--- src/rtl/pds_pkg.sv ---
package pds_pkg;

   localparam int unsigned FLD_W        = 4;
   localparam int unsigned POS_COLLAPSE = 0;
   localparam int unsigned POS_HWSEL    = 1;
   localparam int unsigned POS_OVR      = 2;
   localparam int unsigned POS_CLKWAIT  = 12;
   localparam int unsigned POS_FEWWAIT  = 16;
   localparam int unsigned POS_RESTWAIT = 20;
   localparam int unsigned POS_STATUS   = 31;

   typedef enum logic [2:0] {
      ST_ON      = 3'd0,
      ST_CLKOFF  = 3'd1,
      ST_ISO     = 3'd2,
      ST_RESTOFF = 3'd3,
      ST_OFF     = 3'd4,
      ST_FEWON   = 3'd5,
      ST_RESTON  = 3'd6,
      ST_RELEASE = 3'd7
   } pds_state_e;

   typedef struct packed {
      logic clk_en;
      logic few_en;
      logic rest_en;
      logic iso_en;
      logic dom_rst;
   } pds_drive_t;

   localparam pds_drive_t DRV_ON  = 5'b11100;
   localparam pds_drive_t DRV_OFF = 5'b00011;

   function automatic pds_drive_t pds_decode(input pds_state_e s);
      case (s)
         ST_ON:      return 5'b11100;
         ST_CLKOFF:  return 5'b01100;
         ST_ISO:     return 5'b01111;
         ST_RESTOFF: return 5'b01011;
         ST_OFF:     return 5'b00011;
         ST_FEWON:   return 5'b01011;
         ST_RESTON:  return 5'b01111;
         default:    return 5'b01100;
      endcase
   endfunction

endpackage

--- src/rtl/pds_regs.sv ---
module pds_regs #(
   parameter int unsigned EXP_W = 4,
   parameter int unsigned REG_W = 32
) (
   input  logic             clk,
   input  logic             rst_n,
   input  logic             wr_en,
   input  logic [REG_W-1:0] wr_data,
   input  logic             status,
   output logic [REG_W-1:0] rd_data,
   output logic             collapse,
   output logic             hw_sel,
   output logic             ovr,
   output logic [EXP_W-1:0] exp_clk,
   output logic [EXP_W-1:0] exp_few,
   output logic [EXP_W-1:0] exp_rest
);
   import pds_pkg::*;

   logic unused_wr_bits;
   assign unused_wr_bits = ^wr_data;

   always_ff @(posedge clk or negedge rst_n) begin
      if (!rst_n) begin
         collapse <= 1'b0;
         hw_sel   <= 1'b0;
         ovr      <= 1'b0;
         exp_clk  <= '0;
         exp_few  <= '0;
         exp_rest <= '0;
      end else if (wr_en) begin
         collapse <= wr_data[POS_COLLAPSE];
         hw_sel   <= wr_data[POS_HWSEL];
         ovr      <= wr_data[POS_OVR];
         exp_clk  <= wr_data[POS_CLKWAIT  +: EXP_W];
         exp_few  <= wr_data[POS_FEWWAIT  +: EXP_W];
         exp_rest <= wr_data[POS_RESTWAIT +: EXP_W];
      end
   end

   always_comb begin
      rd_data                         = '0;
      rd_data[POS_COLLAPSE]           = collapse;
      rd_data[POS_HWSEL]              = hw_sel;
      rd_data[POS_OVR]                = ovr;
      rd_data[POS_CLKWAIT  +: EXP_W]  = exp_clk;
      rd_data[POS_FEWWAIT  +: EXP_W]  = exp_few;
      rd_data[POS_RESTWAIT +: EXP_W]  = exp_rest;
      rd_data[POS_STATUS]             = status;
   end

endmodule

--- src/rtl/pds_timer.sv ---
module pds_timer #(
   parameter int unsigned CNT_W = 16
) (
   input  logic             clk,
   input  logic             rst_n,
   input  logic             load,
   input  logic [CNT_W-1:0] load_val,
   output logic             done
);

   logic [CNT_W-1:0] cnt;

   always_ff @(posedge clk or negedge rst_n) begin
      if (!rst_n)
         cnt <= '0;
      else if (load)
         cnt <= load_val;
      else if (cnt != '0)
         cnt <= cnt - 1'b1;
   end

   assign done = (cnt == '0);

endmodule

--- src/rtl/pds_fsm.sv ---
module pds_fsm #(
   parameter int unsigned EXP_W       = 4,
   parameter int unsigned RESTORE_CYC = 4
) (
   input  logic                clk,
   input  logic                rst_n,
   input  logic                req_off,
   input  logic                ovr,
   input  logic                ovr_off,
   input  logic [EXP_W-1:0]    exp_clk,
   input  logic [EXP_W-1:0]    exp_few,
   input  logic [EXP_W-1:0]    exp_rest,
   output pds_pkg::pds_state_e st
);
   import pds_pkg::*;

   localparam int unsigned CNT_W = 1 << EXP_W;

   function automatic logic [CNT_W-1:0] span(input logic [EXP_W-1:0] e);
      return (CNT_W'(1) << e) - CNT_W'(1);
   endfunction

   pds_state_e       nxt;
   logic             t_done;
   logic             t_load;
   logic [CNT_W-1:0] t_val;

   always_comb begin
      nxt = st;
      if (ovr) begin
         nxt = ovr_off ? ST_OFF : ST_ON;
      end else begin
         case (st)
            ST_ON:      if (req_off) nxt = ST_CLKOFF;
            ST_CLKOFF:  if (t_done)  nxt = ST_ISO;
            ST_ISO:     if (t_done)  nxt = ST_RESTOFF;
            ST_RESTOFF: if (t_done)  nxt = ST_OFF;
            ST_OFF:     if (!req_off) nxt = ST_FEWON;
            ST_FEWON:   if (t_done)  nxt = ST_RESTON;
            ST_RESTON:  if (t_done)  nxt = ST_RELEASE;
            default:    if (t_done)  nxt = ST_ON;
         endcase
      end
   end

   always_comb begin
      case (nxt)
         ST_CLKOFF:  t_val = span(exp_clk);
         ST_ISO:     t_val = span(exp_rest);
         ST_RESTOFF: t_val = span(exp_few);
         ST_FEWON:   t_val = span(exp_few);
         ST_RESTON:  t_val = span(exp_rest);
         ST_RELEASE: t_val = CNT_W'(RESTORE_CYC - 1);
         default:    t_val = '0;
      endcase
   end

   assign t_load = (nxt != st);

   pds_timer #(.CNT_W(CNT_W)) u_timer (
      .clk      (clk),
      .rst_n    (rst_n),
      .load     (t_load),
      .load_val (t_val),
      .done     (t_done)
   );

   always_ff @(posedge clk or negedge rst_n) begin
      if (!rst_n) st <= ST_ON;
      else        st <= nxt;
   end

endmodule

--- src/rtl/pwr_domain_seq.sv ---
module pwr_domain_seq #(
   parameter int unsigned EXP_W       = 4,
   parameter int unsigned REG_W       = 32,
   parameter int unsigned RESTORE_CYC = 4,
   parameter bit          OUT_REG     = 1'b0
) (
   input  logic             clk,
   input  logic             rst_n,
   input  logic             wr_en,
   input  logic [REG_W-1:0] wr_data,
   output logic [REG_W-1:0] rd_data,
   input  logic             hw_req,
   output logic             clk_en,
   output logic             few_en,
   output logic             rest_en,
   output logic             iso_en,
   output logic             dom_rst,
   output logic             pwr_on
);
   import pds_pkg::*;

   if (EXP_W < 1 || EXP_W > FLD_W) begin : g_bad_exp
      $error("EXP_W must lie between 1 and the 4-bit field width");
   end
   if (REG_W != 32) begin : g_bad_reg
      $error("REG_W must be 32 to hold the status bit position");
   end
   if (RESTORE_CYC < 1 || RESTORE_CYC >= (1 << (1 << EXP_W))) begin : g_bad_rst
      $error("RESTORE_CYC must fit the wait counter and be at least 1");
   end

   logic             collapse, hw_sel, ovr;
   logic [EXP_W-1:0] exp_clk, exp_few, exp_rest;
   logic             req_off;
   logic             status;
   pds_state_e       st;
   pds_drive_t       drv_c, drv_o;
   logic             pwr_c;

   pds_regs #(.EXP_W(EXP_W), .REG_W(REG_W)) u_regs (
      .clk      (clk),
      .rst_n    (rst_n),
      .wr_en    (wr_en),
      .wr_data  (wr_data),
      .status   (status),
      .rd_data  (rd_data),
      .collapse (collapse),
      .hw_sel   (hw_sel),
      .ovr      (ovr),
      .exp_clk  (exp_clk),
      .exp_few  (exp_few),
      .exp_rest (exp_rest)
   );

   assign req_off = hw_sel ? hw_req : collapse;

   pds_fsm #(.EXP_W(EXP_W), .RESTORE_CYC(RESTORE_CYC)) u_fsm (
      .clk      (clk),
      .rst_n    (rst_n),
      .req_off  (req_off),
      .ovr      (ovr),
      .ovr_off  (collapse),
      .exp_clk  (exp_clk),
      .exp_few  (exp_few),
      .exp_rest (exp_rest),
      .st       (st)
   );

   assign drv_c = ovr ? (collapse ? DRV_OFF : DRV_ON) : pds_decode(st);
   assign pwr_c = ovr ? ~collapse : (st == ST_ON);

   if (OUT_REG) begin : g_out_reg
      pds_drive_t drv_q;
      logic       pwr_q;
      always_ff @(posedge clk or negedge rst_n) begin
         if (!rst_n) begin
            drv_q <= DRV_ON;
            pwr_q <= 1'b1;
         end else begin
            drv_q <= drv_c;
            pwr_q <= pwr_c;
         end
      end
      assign drv_o  = drv_q;
      assign status = pwr_q;
   end else begin : g_out_comb
      assign drv_o  = drv_c;
      assign status = pwr_c;
   end

   assign clk_en  = drv_o.clk_en;
   assign few_en  = drv_o.few_en;
   assign rest_en = drv_o.rest_en;
   assign iso_en  = drv_o.iso_en;
   assign dom_rst = drv_o.dom_rst;
   assign pwr_on  = status;

endmodule

--- config.mk ---
export PLATFORM = sky130hd
export DESIGN_NAME = pwr_domain_seq
export DESIGN_NICKNAME = d
export VERILOG_FILES = /design/src/rtl/pds_pkg.sv /design/src/rtl/pds_regs.sv /design/src/rtl/pds_timer.sv /design/src/rtl/pds_fsm.sv /design/src/rtl/pwr_domain_seq.sv
export SDC_FILE = /design/constraint.sdc
export NUM_CORES = 1
export LEC_CHECK = 0
export BUFFER_PORTS_ARGS = -buffer_cell sky130_fd_sc_hd__buf_4
export CORE_MARGIN = 2
export CORE_UTILIZATION = 25
export DETAILED_ROUTE_END_ITERATION = 6
export HOLD_SLACK_MARGIN = 0.06
export PLACE_DENSITY = 0.48
export SLEW_MARGIN = 15
export SYNTH_ARGS = -nofsm -noshare
export SYNTH_HDL_FRONTEND = slang
export SYNTH_HIERARCHICAL = 1
export SYNTH_SLANG_ARGS = --single-unit
--- constraint.sdc ---
create_clock -name clk -period 4.4 [get_ports clk]
set_clock_uncertainty 0.1 [all_clocks]
set_input_delay 0.66 -clock clk [delete_from_list [all_inputs] [get_ports clk]]
set_output_delay 0.66 -clock clk [all_outputs]
set_load 0.02 [all_outputs]
==> results.py <==
metrics = {
    "final_layout": {
        "final_core_util_pct": 29.1,
        "diodes": 0,
        "layout-drive-gt1-share_pct": 28.9,
        "area_growth_pct": 14.0,
        "final_common_cell": "buf_4",
        "fillers": 1214,
        "mostFrequentLayoutCells": "50 x buf_4, 34 x dfrtp_1, 22 x nand2_1, 17 x conb_1",
        "finalNetCount": 373,
    },
    "clock_tree": {
        "cts_made_buffers": 5,
        "htree_levels": 2,
        "cts_root_buffer": "clkbuf_16",
        "cts.clk_slew.worst_paths_ps": 50,
        "clockBufferDepth": 2,
        "clk_latency_ps": 270,
        "tritoncts": "done",
        "post-cts-setup-buffers": 0,
        "cts_sinks": 34,
    },
    "placement": {
        "place_congestion": 0.832,
        "hpwl_um": 4770,
        "numPortBuffers": 40,
    },
    "synthesis": {
        "ys_seq_elements": 34,
        "synth_area_per_cell_um2": 9.25,
        "ys_warn_count": 6,
        "synth_edf_count": 0,
        "netlist_area_um2": 2890,
        "synthFlopType": "dfrtp_1",
        "synth-seq-area-share_pct": 29.5,
        "async_flop_share_pct": 100,
        "synth.distinct_cells": 69,
        "synthCells": 312,
    },
    "timing": {
        "setup_tns_ps": 0,
        "finalSetupViolCount": 0,
        "worst_pin_slew_ps": 795,
        "timing.final.crit_share_pct": 92.3,
        "slew_violations": 0,
        "relSlewSlack_pct": 47.0,
        "rsz0062_at_grt": "no",
        "period_minus_slack_ps": 4060,
        "fmax_mhz": 246,
        "hold_viol": 0,
    },
    "global_routing": {
        "grt_max_degree": 35,
        "gr-usage-all-layers_pct": 10.7,
        "grt_pass1_vias": 2211,
        "antenna_found_initial": 0,
        "grt_pass1_wl_um": 11100,
        "grt-ovfl-total": 0,
    },
    "drt": {
        "drcViolationCount": 0,
        "wire_per_inst_um": 13.5,
        "drt_first_pass_iters": 5,
        "routed_via_density": 4.89,
        "drtIter0Drc": 116,
        "ant_nets": 0,
        "routed_wl_um": 6480,
        "vias": 2344,
    },
    "floorplan": {
        "core_area_um2": 11300,
        "initial_core_util_pct": 25.5,
        "die_h_um": 111,
        "die_w_um": 111,
        "die-area_um2": 12400,
        "row_count": 39,
        "ios": 74,
    },
    "critical_path": {
        "path_max_fanout": 10,
        "crit_family": "compound AO/OA/AOI/OAI gates",
        "cp.required_ps": 4510,
        "path_class": "flip-flop to flip-flop",
        "start_kind": "flip-flop",
        "crit_slowest_cell": "dfrtp_1",
        "cpPeakStageDelay_ps": 410,
        "rrSetupSlack_ps": 340,
        "crit_chain": "inv_1 > ha_1 > nor3b_4 > nand3_2 > nor2_1 > buf_4 > a21oi_1 > o32ai_4 > buf_4 > o211ai_2 > or2_1 > nand3_1 > ha_2 > inv_1 > a21oi_1 > nand3_1 > a31oi_1 > a221o_1",
        "cp_num_buf_inv": 4,
        "end_kind": "flip-flop",
        "cp.arrival_ps": 4170,
    },
    "outcome": {
        "status": "finished clean",
    },
    "run": {
        "max_cap_violations": 0,
    },
    "power": {
        "p_per_area_nw_per_um2": 512,
        "p_leak_nw": 1.46,
        "vdd_drop_max_mv": 0.158,
    },
    "min_path": {
        "min_path_type": "input pin to async pin",
    },
}
[synth_stat cells (3+ instances only)]
| cell | n | area, µm² |
|---|---|---|
| a211oi_1 | 3 | 22.5 |
| a21oi_1 | 15 | 75.1 |
| a31oi_1 | 3 | 18.8 |
| buf_2 | 5 | 25.0 |
| buf_4 | 34 | 255 |
| buf_6 | 3 | 33.8 |
| clkbuf_1 | 6 | 22.5 |
| dfrtp_1 | 34 | 851 |
| inv_1 | 8 | 30.0 |
| mux2_2 | 6 | 67.6 |
| mux2_4 | 10 | 150 |
| mux2i_1 | 3 | 30.0 |
| nand2_1 | 22 | 82.6 |
| nand2b_1 | 14 | 87.6 |
| nand3_1 | 6 | 30.0 |
| nand4_1 | 6 | 37.5 |
| nor2_1 | 15 | 56.3 |
| nor2b_1 | 6 | 37.5 |
| nor3_1 | 8 | 40.0 |
| nor4_1 | 3 | 18.8 |
| o211a_1 | 7 | 70.1 |
| o211ai_1 | 4 | 30.0 |
| o21ai_0 | 10 | 50.1 |
| o221a_2 | 3 | 33.8 |
| o31a_1 | 3 | 26.3 |
| o31ai_1 | 4 | 30.0 |
| or2_2 | 3 | 18.8 |
| xnor2_1 | 8 | 70.1 |
| xor2_1 | 4 | 35.0 |
[final timing paths]
kind                                                   from                           endpoint  cells after the start
setup / recovery           u_fsm/u_timer/cnt[0]$_DFFE_PN0P_  u_fsm/u_timer/cnt[14]$_DFFE_PN0P_                     18
min in group clk             u_regs/exp_rest[0]$_DFFE_PN0P_     u_regs/exp_rest[0]$_DFFE_PN0P_                      1
setup reg to reg           u_fsm/u_timer/cnt[0]$_DFFE_PN0P_  u_fsm/u_timer/cnt[14]$_DFFE_PN0P_                     18
hold reg to reg              u_regs/exp_rest[0]$_DFFE_PN0P_     u_regs/exp_rest[0]$_DFFE_PN0P_                      1
hold / removal                                        rst_n   u_fsm/u_timer/cnt[0]$_DFFE_PN0P_                      1
max in group asynchronous                             rst_n      u_regs/exp_clk[0]$_DFFE_PN0P_                      1
[metrics by stage]
| step | cells | hold WS [ps] | cell area, µm² | power, mW | setup slack [ps] |
|---|---|---|---|---|---|
| 6_report | 479 | 236 | 3290 | 1.68 | 341 |
| 5_1_grt | 479 | 278 | 3290 | 1.81 | 15.1 |
| 4_1_cts | 479 | 257 | 3290 | 1.70 | 188 |
| 3_5_place_dp | 471 | 438 | 3140 | 1.33 | 226 |
| 3_3_place_gp | 471 | 425 | 3140 | 1.32 | 200 |
| 2_1_floorplan | 327 | 264 | 2940 | 1.14 | 589 |
[routing by layer]
layer / wire length (µm) / global-route usage (%) / up-vias
met5: 0 / 0 / -
met4: 31 / 2.47 / 0
met3: 277 / 1.80 / 2
met2: 3220 / 18.2 / 75
met1: 2950 / 14.2 / 1133
li1: - / - / 1134
[state kept, by name, indices dropped and copies added, names as in the netlist]
name	flops
u_fsm/u_timer/cnt	16
u_regs/exp_few	4
u_fsm/st	3
u_regs/collapse	1
u_regs/exp_clk	4
u_regs/exp_rest	4
u_regs/hw_sel	1
u_regs/ovr	1
[report_power, final]
group | internal (mW) | switching, mW
clock network | 0.224 | 0.128
registers | 0.393 | 0.116
logic | 0.367 | 0.455
total | 0.984 | 0.699
[cells by family after synthesis]
group,share of synthesized area (%)
compound gates,21.1
xor+xnor,3.64
fa+ha+maj,0.867
buf+inv,13.4
flops,29.5
mux,8.58
other cells,0.260
simple gates,22.7
[layout make-up]
| class | instances | area [µm²] | share of cell area [%] |
|---|---|---|---|
| timing repair buffer | 50 | 375 | 11.4 |
| sequential | 34 | 851 | 25.9 |
| clock buffer | 7 | 143 | 4.33 |
| clock inverter | 1 | 5.00 | 0.152 |
| inverter | 8 | 30.0 | 0.913 |
| multi-input combinational | 236 | 1710 | 51.9 |
| tap | 143 | 179 | 5.44 |
[what timing repair did]
| action | CTS | global route |
|---|---|---|
| setup endpoints to repair | 0 | 5 |
| hold buffers | 0 | 0 |
| gates resized for setup | 0 | 1 |
| endpoints found under the hold margin | 0 | 0 |
Note: power is estimated with default switching activity, not from simulation.
